`src/rtl/sercmd_pkg.sv`:
```
package sercmd_pkg;

    localparam int CMD_LSB = 3;
    localparam int CMD_W   = 3;
    localparam int N_SRC   = 4;
    localparam int SRC_EXT = 0;
    localparam int SRC_RX  = 1;
    localparam int SRC_TX  = 2;
    localparam int SRC_SP  = 3;

    typedef enum logic [CMD_W-1:0] {
        CMD_NOP_LO    = 3'd0,
        CMD_ABORT     = 3'd1,
        CMD_EXT_REARM = 3'd2,
        CMD_CHAN_CLR  = 3'd3,
        CMD_RX_ARM    = 3'd4,
        CMD_TX_QUIET  = 3'd5,
        CMD_ERR_CLR   = 3'd6,
        CMD_NOP_HI    = 3'd7
    } cmd_e;

    typedef enum logic [1:0] {
        RXI_OFF   = 2'd0,
        RXI_FIRST = 2'd1,
        RXI_ALL   = 2'd2,
        RXI_ALL_B = 2'd3
    } rxi_e;

    typedef struct packed {
        logic sp_en;
        rxi_e rx_mode;
        logic tx_en;
        logic ext_en;
    } ie_t;

    typedef struct packed {
        logic abort;
        logic rearm;
        logic chan_clr;
        logic rx_arm;
        logic tx_quiet;
        logic err_clr;
        logic loop_we;
        logic loop_val;
    } cmd_t;

    function automatic logic rx_on(input rxi_e m);
        return m != RXI_OFF;
    endfunction

    function automatic logic rx_every(input rxi_e m);
        return (m == RXI_ALL) || (m == RXI_ALL_B);
    endfunction

endpackage

```
`src/rtl/sercmd_decode.sv`:
```
module sercmd_decode
    import sercmd_pkg::*;
(
    input  logic       wr_en,
    input  logic       wr_sel,
    input  logic [7:0] wr_data,
    output cmd_t       cmd,
    output logic       ie_we
);
    cmd_e       code;
    logic       cmd_we;
    logic [3:0] unused_bits;

    assign unused_bits = {wr_data[7:6], wr_data[2:1]};
    assign cmd_we      = wr_en & ~wr_sel;
    assign ie_we       = wr_en & wr_sel;
    assign code        = cmd_e'(wr_data[CMD_LSB +: CMD_W]);

    always_comb begin
        cmd = '0;
        if (cmd_we) begin
            unique case (code)
                CMD_ABORT:     cmd.abort    = 1'b1;
                CMD_EXT_REARM: cmd.rearm    = 1'b1;
                CMD_CHAN_CLR:  cmd.chan_clr = 1'b1;
                CMD_RX_ARM:    cmd.rx_arm   = 1'b1;
                CMD_TX_QUIET:  cmd.tx_quiet = 1'b1;
                CMD_ERR_CLR:   cmd.err_clr  = 1'b1;
                default:       ;
            endcase
            cmd.loop_we  = (code != CMD_CHAN_CLR);
            cmd.loop_val = wr_data[0];
        end
    end
endmodule

```
`src/rtl/sercmd_extlatch.sv`:
```
module sercmd_extlatch #(
    parameter int N_MODEM = 4
) (
    input  logic               clk,
    input  logic               rst,
    input  logic               clr,
    input  logic               rearm,
    input  logic [N_MODEM-1:0] lines,
    output logic [N_MODEM-1:0] snap,
    output logic               held
);
    logic open_w;
    logic differs;

    assign open_w  = ~held | rearm;
    assign differs = (lines != snap);

    always_ff @(posedge clk) begin
        if (rst || clr) begin
            snap <= '0;
            held <= 1'b0;
        end else if (open_w && differs) begin
            snap <= lines;
            held <= 1'b1;
        end else if (rearm) begin
            held <= 1'b0;
        end
    end
endmodule

```
`src/rtl/sercmd_rxsrc.sv`:
```
module sercmd_rxsrc
    import sercmd_pkg::*;
#(
    parameter int N_ERR = 3
) (
    input  logic             clk,
    input  logic             rst,
    input  logic             clr,
    input  rxi_e             mode,
    input  logic             arm_cmd,
    input  logic             err_clr,
    input  logic             push,
    input  logic             pop,
    input  logic             avail,
    input  logic             special,
    input  logic [N_ERR-1:0] err_in,
    output logic             rx_pend,
    output logic             sp_pend,
    output logic [N_ERR-1:0] err_q,
    output logic             hold
);
    logic armed;
    logic set_rx;
    logic arm_nx;
    logic first;

    assign first = (mode == RXI_FIRST);

    always_comb begin
        set_rx = rx_every(mode) & push;
        arm_nx = 1'b0;
        if (first) begin
            if (arm_cmd) begin
                set_rx = set_rx | avail | push;
                arm_nx = ~(avail | push);
            end else begin
                set_rx = set_rx | (armed & push);
                arm_nx = armed & ~push;
            end
        end
    end

    always_ff @(posedge clk) begin
        if (rst || clr) begin
            armed   <= 1'b0;
            rx_pend <= 1'b0;
            sp_pend <= 1'b0;
            err_q   <= '0;
            hold    <= 1'b0;
        end else begin
            armed   <= arm_nx;
            rx_pend <= set_rx | (rx_pend & ~pop);
            sp_pend <= special | (sp_pend & ~err_clr);
            err_q   <= (err_clr ? '0 : err_q) | (special ? err_in : '0);
            hold    <= (special & first) | (hold & ~err_clr);
        end
    end
endmodule

```
`src/rtl/sercmd_txsrc.sv`:
```
module sercmd_txsrc (
    input  logic clk,
    input  logic rst,
    input  logic clr,
    input  logic quiet,
    input  logic empty,
    input  logic load,
    input  logic crc_done,
    output logic tx_pend
);
    logic blocked;

    always_ff @(posedge clk) begin
        if (rst || clr) begin
            blocked <= 1'b0;
            tx_pend <= 1'b0;
        end else begin
            tx_pend <= (empty & ~blocked) | (tx_pend & ~quiet & ~load);
            blocked <= (quiet | blocked) & ~(load | crc_done);
        end
    end
endmodule

```
`src/rtl/sercmd_ctrl.sv`:
```
module sercmd_ctrl
    import sercmd_pkg::*;
#(
    parameter int N_MODEM = 4,
    parameter int N_ERR   = 3
) (
    input  logic               clk,
    input  logic               rst,
    input  logic               wr_en,
    input  logic               wr_sel,
    input  logic [7:0]         wr_data,
    input  logic [N_MODEM-1:0] modem_lines,
    input  logic               rx_push,
    input  logic               rx_pop,
    input  logic               rx_avail,
    input  logic               rx_special,
    input  logic [N_ERR-1:0]   rx_err,
    input  logic               tx_empty,
    input  logic               tx_load,
    input  logic               crc_done,
    output logic [N_MODEM:0]   stat0,
    output logic [N_ERR-1:0]   stat1,
    output logic [N_SRC-1:0]   irq_src,
    output logic               irq,
    output logic               chan_rst,
    output logic               abort_req,
    output logic               fifo_hold,
    output logic               loop_mode
);
    localparam int IE_W = $bits(ie_t);

    cmd_t               cmd;
    logic               ie_we;
    ie_t                ie_q;
    logic               eom_q;
    logic [N_MODEM-1:0] snap;
    logic               ext_held;
    logic               rx_pend;
    logic               sp_pend;
    logic               tx_pend;
    logic [N_SRC-1:0]   pend_v;
    logic [N_SRC-1:0]   en_v;

    sercmd_decode u_dec (
        .wr_en   (wr_en),
        .wr_sel  (wr_sel),
        .wr_data (wr_data),
        .cmd     (cmd),
        .ie_we   (ie_we)
    );

    sercmd_extlatch #(.N_MODEM(N_MODEM)) u_ext (
        .clk   (clk),
        .rst   (rst),
        .clr   (cmd.chan_clr),
        .rearm (cmd.rearm),
        .lines (modem_lines),
        .snap  (snap),
        .held  (ext_held)
    );

    sercmd_rxsrc #(.N_ERR(N_ERR)) u_rx (
        .clk     (clk),
        .rst     (rst),
        .clr     (cmd.chan_clr),
        .mode    (ie_q.rx_mode),
        .arm_cmd (cmd.rx_arm),
        .err_clr (cmd.err_clr),
        .push    (rx_push),
        .pop     (rx_pop),
        .avail   (rx_avail),
        .special (rx_special),
        .err_in  (rx_err),
        .rx_pend (rx_pend),
        .sp_pend (sp_pend),
        .err_q   (stat1),
        .hold    (fifo_hold)
    );

    sercmd_txsrc u_tx (
        .clk      (clk),
        .rst      (rst),
        .clr      (cmd.chan_clr),
        .quiet    (cmd.tx_quiet),
        .empty    (tx_empty),
        .load     (tx_load),
        .crc_done (crc_done),
        .tx_pend  (tx_pend)
    );

    always_ff @(posedge clk) begin
        if (rst || cmd.chan_clr) begin
            ie_q      <= '0;
            loop_mode <= 1'b0;
            eom_q     <= 1'b0;
        end else begin
            if (ie_we)       ie_q      <= ie_t'(wr_data[IE_W-1:0]);
            if (cmd.loop_we) loop_mode <= cmd.loop_val;
            if (cmd.abort)   eom_q     <= 1'b1;
            else if (tx_load) eom_q    <= 1'b0;
        end
    end

    always_ff @(posedge clk) begin
        if (rst) begin
            abort_req <= 1'b0;
            chan_rst  <= 1'b0;
        end else begin
            abort_req <= cmd.abort;
            chan_rst  <= cmd.chan_clr;
        end
    end

    always_comb begin
        pend_v          = '0;
        en_v            = '0;
        pend_v[SRC_EXT] = ext_held;
        pend_v[SRC_RX]  = rx_pend;
        pend_v[SRC_TX]  = tx_pend;
        pend_v[SRC_SP]  = sp_pend;
        en_v[SRC_EXT]   = ie_q.ext_en;
        en_v[SRC_RX]    = rx_on(ie_q.rx_mode);
        en_v[SRC_TX]    = ie_q.tx_en;
        en_v[SRC_SP]    = ie_q.sp_en;
    end

    for (genvar g = 0; g < N_SRC; g++) begin : g_src
        assign irq_src[g] = pend_v[g] & en_v[g];
    end

    assign irq   = |irq_src;
    assign stat0 = {snap, eom_q};
endmodule

```
`config.mk`:
```
export PLATFORM = sky130hd
export DESIGN_NAME = sercmd_ctrl
export DESIGN_NICKNAME = d
export VERILOG_FILES = /design/src/rtl/sercmd_pkg.sv /design/src/rtl/sercmd_decode.sv /design/src/rtl/sercmd_extlatch.sv /design/src/rtl/sercmd_rxsrc.sv /design/src/rtl/sercmd_txsrc.sv /design/src/rtl/sercmd_ctrl.sv
export SDC_FILE = /design/constraint.sdc
export NUM_CORES = 1
export LEC_CHECK = 0
export BUFFER_PORTS_ARGS = -buffer_cell sky130_fd_sc_hd__buf_2
export CORE_ASPECT_RATIO = 0.75
export CORE_MARGIN = 5
export CORE_UTILIZATION = 35
export CTS_CLUSTER_DIAMETER = 100
export CTS_CLUSTER_SIZE = 24
export DETAILED_ROUTE_END_ITERATION = 8
export PLACE_DENSITY_LB_ADDON = 0.25
export SYNTH_ARGS = -nofsm -noshare
export SYNTH_HDL_FRONTEND = slang
export SYNTH_SLANG_ARGS = --single-unit
```
`constraint.sdc`:
```
create_clock -name clk -period 1.6 [get_ports clk]
set_clock_uncertainty 0.15 [all_clocks]
set_input_delay 0.32 -clock clk [delete_from_list [all_inputs] [get_ports clk]]
set_output_delay 0.32 -clock clk [all_outputs]
set_load 0.03 [all_outputs]
```
---- After elaboration in Yosys (flattened, before gate mapping) ----
Index checks and enable logic that the tools add are counted.
storage, ports and cells
  bits in registers ....................... 23
  input port bits ......................... 26
  word-level logic and storage cells ...... 92
  output and inout bits ................... 17
operators by class
  bitwise logic cells ..................... 40
  reductions and logical operators ........ 8
  mux-type cells .......................... 16
  equality and inequality tests ........... 11
operator list
  kind                number
  $and 1x1->1         17
  $mux 1              13
  $not 1->1           11
  $or 1x1->1          11
  $eq 3x3->1 const B  3
  $mux 8              1
  $eq 3x2->1 const B  2
  $mux 3              2
  $reduce_bool 2->1   3
  $eq 2x2->1 const B  2
  $ne 4x4->1          1
  $reduce_or 4->1     1
  $eq 3x1->1 const B  1
  $ne 3x2->1 const B  1
  $or 3x3->3          1
  $eq 2x1->1 const B  1
  $logic_or 1x1->1    2
  $reduce_or 2->1     1
  $logic_and 1x1->1   1

---- Logic depth before layout (Yosys ltp) ----
Gate-level depths: netlist of run 1.
  depth after elaboration ................. 8
  gate-level depth with buffers ........... 6
  gate-level depth less buffers ........... 4

---- Modules after synthesis ----
From an unflattened synthesis of run 1, not the netlist that was laid out.
unflattened totals
  cells, all modules ...................... 107
  area total of the unflattened synthesis .. 1019.7 sq um
by module, submodules not included
  module           sequential area each (sq um)  area each (sq um)  times used  cells each
  sercmd_ctrl      180.2                         342.8              1           35
  sercmd_rxsrc     140.1                         272.8              1           29
  sercmd_extlatch  100.1                         222.7              1           21
  sercmd_decode    0.0                           100.1              1           15
  sercmd_txsrc     40.0                          81.3               1           7

---- Least setup slack after synthesis of run 1 ----
OpenSTA, ideal clock, no wires.
  path kind ............................... register to output
  from .................................... register u_tx.tx_pend
  to ...................................... output port irq
  required time ........................... 1130 ps
  path buffers ............................ 0
  setup slack ............................. -122 ps
  cell stages (with the launch flop) ...... 3
  arrival time ............................ 1252 ps
  cell sequence ........................... dfxtp_1 -> and2_1 -> or4_1
between the ends
  cells in the longest elaborated chain, start to end .. 2
RTL lines
  what                    RTL line            text
  from (decl)             sercmd_txsrc.sv:9   output logic tx_pend
  from (signal assigned)  sercmd_txsrc.sv:18  tx_pend <= (empty & ~blocked) | (tx_pend & ~quiet & ~load);
  $and 1x1->1             sercmd_ctrl.sv:128  assign irq_src[g] = pend_v[g] & en_v[g];
  net irq_src[2]          sercmd_ctrl.sv:23   output logic [N_SRC-1:0] irq_src,
  $reduce_or 4->1         sercmd_ctrl.sv:131  assign irq = |irq_src;
  to (decl)               sercmd_ctrl.sv:24   output logic irq,
The timed path passes the listed nets, and every way through them passes these cells.

---- Final worst setup path of run 1 ----
  from .................................... register ie_q (netlist bit en_v[3])
  to ...................................... output port irq
between the ends
  cells in the longest elaborated chain, start to end .. 2
RTL lines
  what                    RTL line            text
  from (decl)             sercmd_ctrl.sv:34   ie_t ie_q;
  from (signal assigned)  sercmd_ctrl.sv:97   if (ie_we) ie_q <= ie_t'(wr_data[IE_W-1:0]);
  $and 1x1->1             sercmd_ctrl.sv:128
  $reduce_or 4->1         sercmd_ctrl.sv:131
No other way between the ends.

==> results.json, run 1 <==
{
  "async_reset_ff_share_pct": 0,
  "drt_first_pass_iters": 4,
  "die_h_um": 57.20,
  "cp_max_fo": 2,
  "fillCellCount": 296,
  "finalCriticalPeriod_ns": 1.878,
  "multiInputGateArea_um2": 529.3,
  "rr_endpoint": "u_rx.rx_pend",
  "synth_commonest_cells": "dfxtp_1 (23), a21oi_1 (11), nand2_1 (10), nor2_1 (9), nand3_1 (6)",
  "use_met3_pct": 4.049,
  "ys_seq_area_share_pct": 44.28,
  "synthTopCellsByArea": "dfxtp_1 (44%), a21oi_1 (5.3%), buf_6 (4.3%)",
  "h-tree-depth": 1,
  "synth_area_mm2": 0.001040,
  "drive_gt1_share_pct": 48.26,
  "hold-worst-slack_ns": 0.06434,
  "row_count": 17,
  "hold_viol_final": 0,
  "worst_slack_ns": -0.2779,
  "hp-class": "in2reg",
  "synth_nets": 139,
  "synth_edf_count": 0,
  "holdPathStages": 2,
  "synth_top_cell_by_area": "dfxtp_1",
  "grt_max_degree": 20,
  "cts_root_buf": "clkbuf_8",
  "io_buffers": 40,
  "start_kind": "register",
  "violations": "setup timing",
  "crit_path_end_kind": "output port",
  "path_cells": "and2_4, or4_4, buf_6",
  "relSlewSlack_pct": 83.82,
  "cts.sinks": 23,
  "die_x_um": 72.94,
  "drtAntennaViolNets": 0,
  "synth_cells": 113,
  "num_antenna_cells": 0,
  "fin_crit_sh_pct": 117.4,
  "worstMarginPinSlew_ns": 0.2405,
  "dp_hpwl_mm": 1.992,
  "cp.required_ns": 1.13,
  "met1_usage_pct": 15.25,
  "peakVddDrop_uv": 442.1,
  "status": "finished with violations",
  "p_per_area_mw_per_mm2": 822.3,
  "cp_slowest_stage_delay_ns": 0.53,
  "grt_setup_unrepaired": "yes",
  "yosysTopAreaCellShare_pct": 44.28,
  "ys_types": 29,
  "clk-insertion-delay-late_ns": 0.25,
  "vias": 977,
  "syn_to_final_growth_pct": 41.52,
  "antenna_found_initial": 0,
  "nets": 199,
  "reg2reg_from": "ie_q[3]",
  "grt.busiest_layer": "met2",
  "fmax_ghz": 0.5325,
  "yosys_warnings": 0,
  "reg2regPathDepth": 5,
  "drc": 0,
  "clkTransAtPathRegs_ns": 0.08,
  "cts_max_path_buffers": 2,
  "critPathKind": "reg2out",
  "grt_usage_pct": 12.53,
  "p_leak_nw": 0.6939,
  "slowest_stage": "or4_4",
  "synth-seq-cells": 23,
  "setup_violations": 1,
  "boundaryPins": 43,
  "hold_end": "u_tx.blocked",
  "place.gp.congestion": 0.8174,
  "wl_per_cell_um": 11.80,
  "tritoncts": "done",
  "regArea_um2": 466.7,
  "viasPerCell": 4.652,
  "r2r_setup_slack_ns": 0.31,
  "grtUsageMet2_pct": 21.47,
  "grt_pass1_vias": 964,
  "grt_first_pass_wirelength_mm": 4.181,
  "maxCapViolCount": 0,
  "holdCritStartpoint": "crc_done",
  "synth.avg_cell_area_um2": 9.201,
  "crit_arrival_ns": 1.41,
  "start_util_pct": 35.94,
  "core-area_mm2": 0.002893,
  "synth.most_common_cell": "dfxtp_1",
  "drv_slew": 0,
  "synth_flop_cell": "dfxtp_1",
  "setup_tns_ns": -0.2779,
  "dieArea_mm2": 0.004172,
  "drt_iter0_markers": 36,
  "overflow": 0,
  "routed_wl_mm": 2.479,
  "numCtsBuffers": 3
}
-- state kept, by name, summed over array words and instances (netlist names) --
signal and count:
u_rx.rx_pend 1, ie_q 2, u_rx.err_q 3, eom_q 1, u_tx.tx_pend 1, u_rx.sp_pend 1
u_ext.snap 4, loop_mode 1, u_tx.blocked 1, u_rx.armed 1, abort_req 1, u_ext.held 1
chan_rst 1, u_rx.hold 1, en_v 3
-- report_power, final --
| part | total (mW) | switching, mW | internal (mW) |
|---|---|---|---|
| Clock | 0.352 | 0.174 | 0.177 |
| Sequential | 0.616 | 0.0155 | 0.601 |
| Combinational | 0.242 | 0.129 | 0.113 |
-- routing by layer --
metal  vias up  part of all wire [%]
li1        509                     -
met4         0                  0.52
met5         -                     0
met1       448                    44
met3         2                   4.7
met2        18                    50
-- stage by stage --
| step | cell area, µm² | utilization (%) | setup slack, ns | instances | total power, mW |
|---|---|---|---|---|---|
| 4_1_cts | 1450 | 50.13 | -0.2960 | 209 | 1.225 |
| 3_5_place_dp | 1394 | 48.18 | -0.1276 | 205 | 0.8653 |
| 2_1_floorplan | 1047 | - | -0.04619 | 113 | 0.7642 |
| 5_1_grt | 1471 | 50.87 | -0.3191 | 210 | 1.280 |
| 6_report | 1471 | 50.87 | -0.2779 | 210 | 1.210 |
| 3_3_place_gp | 1394 | 48.18 | -0.1003 | 205 | 0.8599 |
-- layout make-up --
class | instances | share of cell area [%]
Inverter | 3 | 0.7653
Clock buffer | 4 | 3.061
Multi-Input combinational cell | 82 | 35.97
Sequential cell | 23 | 31.72
Timing Repair Buffer | 60 | 25.26
Tap cell | 38 | 3.231
-- cells in the final DEF, fill, tap and decap left out, types with 2 or more instances in the layout --
| cell type | count |
|---|---|
| buf_2 | 38 |
| buf_4 | 19 |
| dfxtp_1 | 18 |
| a21oi_1 | 11 |
| nand2_1 | 10 |
| nor2_1 | 8 |
| nand3_1 | 6 |
| nor2_2 | 5 |
| dfxtp_2 | 5 |
| nand2b_1 | 4 |
| nor4_1 | 4 |
| xor2_1 | 4 |
| mux2i_1 | 4 |
| inv_1 | 3 |
| o21ai_0 | 3 |
| or3_1 | 3 |
| a22oi_1 | 3 |
| clkbuf_8 | 3 |
| and2_4 | 2 |
| nor3_1 | 2 |
-- worst max-delay path, delay by kind of cell, from the launching register on --
family | cells | cell delay, ns
DFF | 1 | 0.32
and+or+nand+nor | 2 | 0.68
buffers and inverters | 1 | 0.15
-- timing repair --
| action | 4_1_cts | 5_1_grt |
|---|---|---|
| setup buffers | 0 | 1 |
| gates resized for setup | 5 | 7 |
| pin swaps | 2 | 2 |
| hold buffers | 0 | 0 |
| endpoints found under the setup margin | 1 | 2 |
-- logic make-up after synthesis --
group                     count (synthesis)  synth area share [%]
AOI/OAI and AO/OA                        22                 14.68
muxes                                     4                 3.851
xor gates and xnor gates                  4                 3.369
and+or+nand+nor                          52                 27.68
buffers and inverters                     8                 6.137
DFF                                      23                 44.28
-- worst max path at each step --
stage                from            end  slack [ns]  depth (start not counted)
2_1_floorplan     ie_q[2]            irq       -0.05                          3
3_3_place_gp   wr_data[5]  u_ext.snap[2]       -0.10                          5
3_5_place_dp   wr_data[5]  u_ext.snap[2]       -0.13                          5
4_1_cts        u_ext.held            irq       -0.30                          3
5_1_grt           en_v[3]            irq       -0.32                          3
6_report          en_v[3]            irq       -0.28                          3
Power figures use the tool's default switching activity.
==> inputs of run 2 (changes only) <==
- CORE_ASPECT_RATIO: 0.75 -> not set
==> run 2 against run 1 <==
The run still ends with setup timing left. Final cell count is 5.2% lower. Clock-buffer cell count fell by 1. First-iteration DRC count down 50%. Global-route usage is 0.28 points lower. Critical path type unchanged. Critical endpoint unchanged. Highest routed layer unchanged.
==> results.json, run 2 (synthesis results as in run 1) <==
{
  "status": "finished with violations",
  "violations": "setup timing",
  "core-area_mm2": 0.002805,
  "boundaryPins": 43,
  "final_cell_mix": "buf_2 (35), dfxtp_1 (16), buf_4 (16)",
  "pwr-share-clk_pct": 24.3,
  "setup_violations": 1,
  "post-place-ws_ns": -0.1721,
  "vias": 957,
  "hp-class": "in2reg",
  "grt_max_degree": 20,
  "drive_gt1_share_pct": 48.81,
  "grt_usage_pct": 12.25,
  "wl_met1_mm": 1.096,
  "row_count": 19,
  "num_antenna_cells": 0,
  "worst_slack_ns": -0.3430,
  "wl_per_cell_um": 12.32,
  "grt_first_pass_wirelength_mm": 4.146,
  "overflow": 0,
  "p_sw_uw": 325.3,
  "dr_wl_met3_um": 111,
  "slowest_stage": "or4_4",
  "setup_tns_ns": -0.3430,
  "drv_slew": 0,
  "internal_power_uw": 804.1,
  "dp_hpwl_mm": 1.937,
  "cts.sinks": 23,
  "fmax_ghz": 0.5147,
  "start_kind": "register",
  "cp_max_fo": 2,
  "p_per_area_mw_per_mm2": 785.6,
  "place.gp.congestion": 0.7659,
  "cp_slowest_stage_delay_ns": 0.52,
  "peakVddDrop_uv": 353.8,
  "final_common_cell": "buf_2",
  "regMostFlops": "u_ext.snap",
  "combPwrFrac_pct": 21.0,
  "cts_root_buf": "clkbuf_4",
  "route.met2.wl_mm": 1.231,
  "fillCellCount": 297,
  "grt_setup_unrepaired": "yes",
  "relSlewSlack_pct": 81.77,
  "hold-worst-slack_ns": 0.03339,
  "numCtsBuffers": 3,
  "worstMarginPinSlew_ns": 0.2734,
  "final_cell_area_mm2": 0.001438,
  "highest-signal-layer": "met4",
  "critPathBufInv": 1,
  "largest_reg_flops": 4,
  "clkTransAtPathRegs_ns": 0.13,
  "maxCapViolCount": 0,
  "tritoncts": "done",
  "die_x_um": 64.51,
  "die_h_um": 64.51,
  "critPathKind": "reg2out",
  "crit_path_end_kind": "output port",
  "start_util_pct": 37.07,
  "drt_iter0_markers": 18,
  "finalCriticalPeriod_ns": 1.943,
  "drc": 0,
  "viasPerCell": 4.809,
  "nets": 195,
  "fin_crit_sh_pct": 121.4,
  "io_buffers": 40,
  "cp.required_ns": 1.13,
  "crit_arrival_ns": 1.47,
  "drtAntennaViolNets": 0,
  "drt_first_pass_iters": 4,
  "cp_top_family": "simple AND/OR/NAND/NOR gates",
  "hold_viol_final": 0,
  "clk-insertion-delay-late_ns": 0.31,
  "p_sw_share_pct": 28.80,
  "p_leak_nw": 0.6730,
  "place_area_mm2": 0.001355,
  "cts_max_path_buffers": 2,
  "layoutNonFillerInstCount": 199,
  "grt_pass1_vias": 964,
  "antenna_found_initial": 0,
  "place_inst": 194,
  "cts_setup_buffers": 0,
  "routed_wl_mm": 2.452,
  "power_frac_seq_pct": 54.7,
  "syn_to_final_growth_pct": 38.27,
  "dieArea_mm2": 0.004161,
  "path_cells": "and2_4, or4_4, buf_6",
  "h-tree-depth": 1
}
==> run 2: power by group through the flow <==
stage | logic, mW | clock network [mW] | registers [mW]
global route | 0.259 | 0.314 | 0.621
finish | 0.237 | 0.275 | 0.618
global placement | 0.227 | 0 | 0.626
detailed placement | 0.230 | 0 | 0.627
floorplan | 0.107 | 0 | 0.657
CTS | 0.237 | 0.293 | 0.616
==> run 2: worst paths after layout <==
check,depth (start not counted),start,slack (ns),end
max,3,u_tx.tx_pend,-0.34,irq
min,2,rx_push,0.03,u_rx.armed
max reg2reg,5,ie_q[3],0.29,u_rx.rx_pend
min reg2reg,2,en_v[3],0.32,en_v[3]
==> run 2: timing repair <==
action | in CTS | in global routing
hold buffers | 1 | 0
hold endpoints to repair | 1 | 0
endpoints found under the setup margin | 3 | 5
resized for setup | 8 | 15
==> run 2: final cells by class <==
| cell class | instances | area, µm² | share of cell area [%] |
|---|---|---|---|
| multi-input combinational | 82 | 531.8 | 36.99 |
| clock buffer | 3 | 22.52 | 1.567 |
| inverter | 3 | 11.26 | 0.7833 |
| sequential | 23 | 469.2 | 32.64 |
| timing repair buffer | 56 | 359.1 | 24.98 |
| clock inverter | 1 | 5.005 | 0.3481 |
| tap | 31 | 38.79 | 2.698 |
==> run 2: per-stage QoR <==
step / util [%] / power [mW]
2_1_floorplan: - / 0.7642
3_3_place_gp: 48.31 / 0.8526
3_5_place_dp: 48.31 / 0.8575
4_1_cts: 50.31 / 1.145
5_1_grt: 51.25 / 1.193
6_report: 51.25 / 1.129
==> run 2: routing by layer <==
| layer | track usage [%] | up-vias |
|---|---|---|
| met4 | 5.013 | 0 |
| met3 | 2.591 | 2 |
| met1 | 14.60 | 441 |
| met5 | 0 | - |
| met2 | 21.39 | 15 |
| li1 | - | 499 |
==> inputs of run 3 (changes only) <==
- CORE_ASPECT_RATIO: not set -> 1.1
==> run 3 against run 2 <==
The flow still finishes with violations (setup timing). Global-route usage increased by 0.51 points. Non-clock buffer count increased by 2. Clock power decreased by 2%. Critical path type unchanged. Clock-buffer cell count unchanged. Core utilization increased by 0.76 points. Register-to-register slack improved by 0.03 ns. First-iteration DRC count increased by 39%.
==> results.json, run 3 (synthesis results as in run 1) <==
{
  "violations": "setup timing",
  "critPathKind": "reg2out",
  "p_per_area_mw_per_mm2": 773.3,
  "grt_max_degree": 20,
  "tritoncts": "done",
  "path_cells": "and2_4, or4_4, buf_6",
  "hp-class": "in2reg",
  "regMostFlops": "u_ext.snap",
  "fin_crit_sh_pct": 121.6,
  "maxCapViolCount": 0,
  "worstMarginPinSlew_ns": 0.2658,
  "drive_gt1_share_pct": 48.82,
  "antenna_found_initial": 0,
  "final_cell_mix": "buf_2 (36), dfxtp_1 (16), buf_4 (15)",
  "multiInputGateArea_um2": 529.3,
  "overflow": 0,
  "worst_slack_ns": -0.3462,
  "drv_slew": 0,
  "clk-insertion-delay-late_ns": 0.31,
  "place.gp.congestion": 0.8171,
  "cp_top_family": "simple AND/OR/NAND/NOR gates",
  "setup_violations": 1,
  "start_util_pct": 37.10,
  "regArea_um2": 469.2,
  "clkTransAtPathRegs_ns": 0.13,
  "die_x_um": 61.97,
  "fmax_ghz": 0.5138,
  "vias": 964,
  "row_count": 20,
  "fillCellCount": 272,
  "num_antenna_cells": 0,
  "finalCriticalPeriod_ns": 1.946,
  "grt_usage_pct": 12.76,
  "slowest_stage": "or4_4",
  "cp.required_ns": 1.13,
  "critPathBufInv": 1,
  "grt_setup_unrepaired": "yes",
  "cp_max_fo": 2,
  "final_common_cell": "buf_2",
  "status": "finished with violations",
  "drc": 0,
  "cts_root_buf": "clkbuf_4",
  "crit_path_end_kind": "output port",
  "cp_slowest_stage_delay_ns": 0.52,
  "h-tree-depth": 1,
  "grt_first_pass_wirelength_mm": 4.119,
  "largest_reg_flops": 4,
  "wl_per_cell_um": 12.17,
  "p_sw_uw": 320.2,
  "crit_arrival_ns": 1.48,
  "cts.sinks": 23,
  "drt_first_pass_iters": 4,
  "boundaryPins": 43,
  "internal_power_uw": 806.9,
  "dp_hpwl_mm": 2.004,
  "power_mw": 1.127,
  "combPwrFrac_pct": 21.3,
  "power_frac_seq_pct": 54.8,
  "numCtsBuffers": 3,
  "relSlewSlack_pct": 82.12,
  "hold_viol_final": 0,
  "syn_to_final_growth_pct": 40.19,
  "pwr-share-clk_pct": 23.9,
  "die_h_um": 67.17,
  "start_kind": "register",
  "nets": 197,
  "routed_wl_mm": 2.470,
  "hold-worst-slack_ns": 0.03981,
  "core-area_mm2": 0.002803,
  "cts_max_path_buffers": 2,
  "peakVddDrop_uv": 520.9,
  "p_leak_nw": 0.6834,
  "p_sw_share_pct": 28.41,
  "grt_pass1_vias": 1009,
  "viasPerCell": 4.749,
  "final_util_pct": 52.01,
  "io_buffers": 40,
  "dieArea_mm2": 0.004162,
  "drt_iter0_markers": 25,
  "drtAntennaViolNets": 0
}
-- run 3: per-stage QoR --
stage                     instances  setup slack [ns]  area, µm²  setup TNS [ns]
final                           203           -0.3462       1458         -0.3462
after global routing            203           -0.3920       1458         -0.3996
after CTS                       203           -0.3538       1436         -0.3984
after detailed placement        197           -0.1752       1365          -2.696
after global placement          197           -0.1438       1365          -2.495
after floorplan                 113          -0.04619       1047         -0.2346
-- run 3: final cells by class --
type                            instances  share of cell area [%]
Clock buffer                            3                   1.545
Clock inverter                          1                  0.3433
Inverter                                3                  0.7725
Tap cell                               33                   2.833
Sequential cell                        23                   32.19
Timing Repair Buffer                   58                   26.01
Multi-Input combinational cell         82                   36.31
-- run 3: per-layer routing --
layer	global-route usage, %	vias to the layer above	routed length, µm
met3	1.721	2	105
li1	-	504	-
met2	22.54	16	1308
met5	0	-	0
met4	3.979	0	12
met1	15.60	442	1042
-- run 3: path summary, 6_finish.rpt --
kind                            depth (start not counted)     from           end  slack (ns)
worst max-delay path                                    3  en_v[2]           irq       -0.35
worst min register to register                          2  en_v[3]       en_v[3]        0.32
worst max register to register                          5  ie_q[3]  u_rx.rx_pend        0.32
worst min-delay path                                    2  tx_load  u_tx.blocked        0.04
-- run 3: power groups by stage --
stage / Clock [mW] / Sequential (mW) / Combinational (mW)
finish: 0.270 / 0.617 / 0.240
global route: 0.307 / 0.621 / 0.263
CTS: 0.280 / 0.616 / 0.240
detailed placement: 0 / 0.628 / 0.232
global placement: 0 / 0.626 / 0.228
floorplan: 0 / 0.657 / 0.107
-- run 3: repair_timing --
| action | in CTS | in global routing |
|---|---|---|
| buffers inserted | 1 | 1 |
| pin swaps | 2 | 3 |
| hold buffers | 1 | 0 |
| setup endpoints to repair | 2 | 5 |
| endpoints found under the hold margin | 1 | 0 |
| resized for setup | 11 | 10 |
-- run 3: worst reg2reg max path: stages, from the launching register on --
cell and delay (ns):
dfxtp_2 0.35, buf_4 0.13, inv_1 0.10, a21oi_1 0.07, or3_1 0.30, a31oi_1 0.13
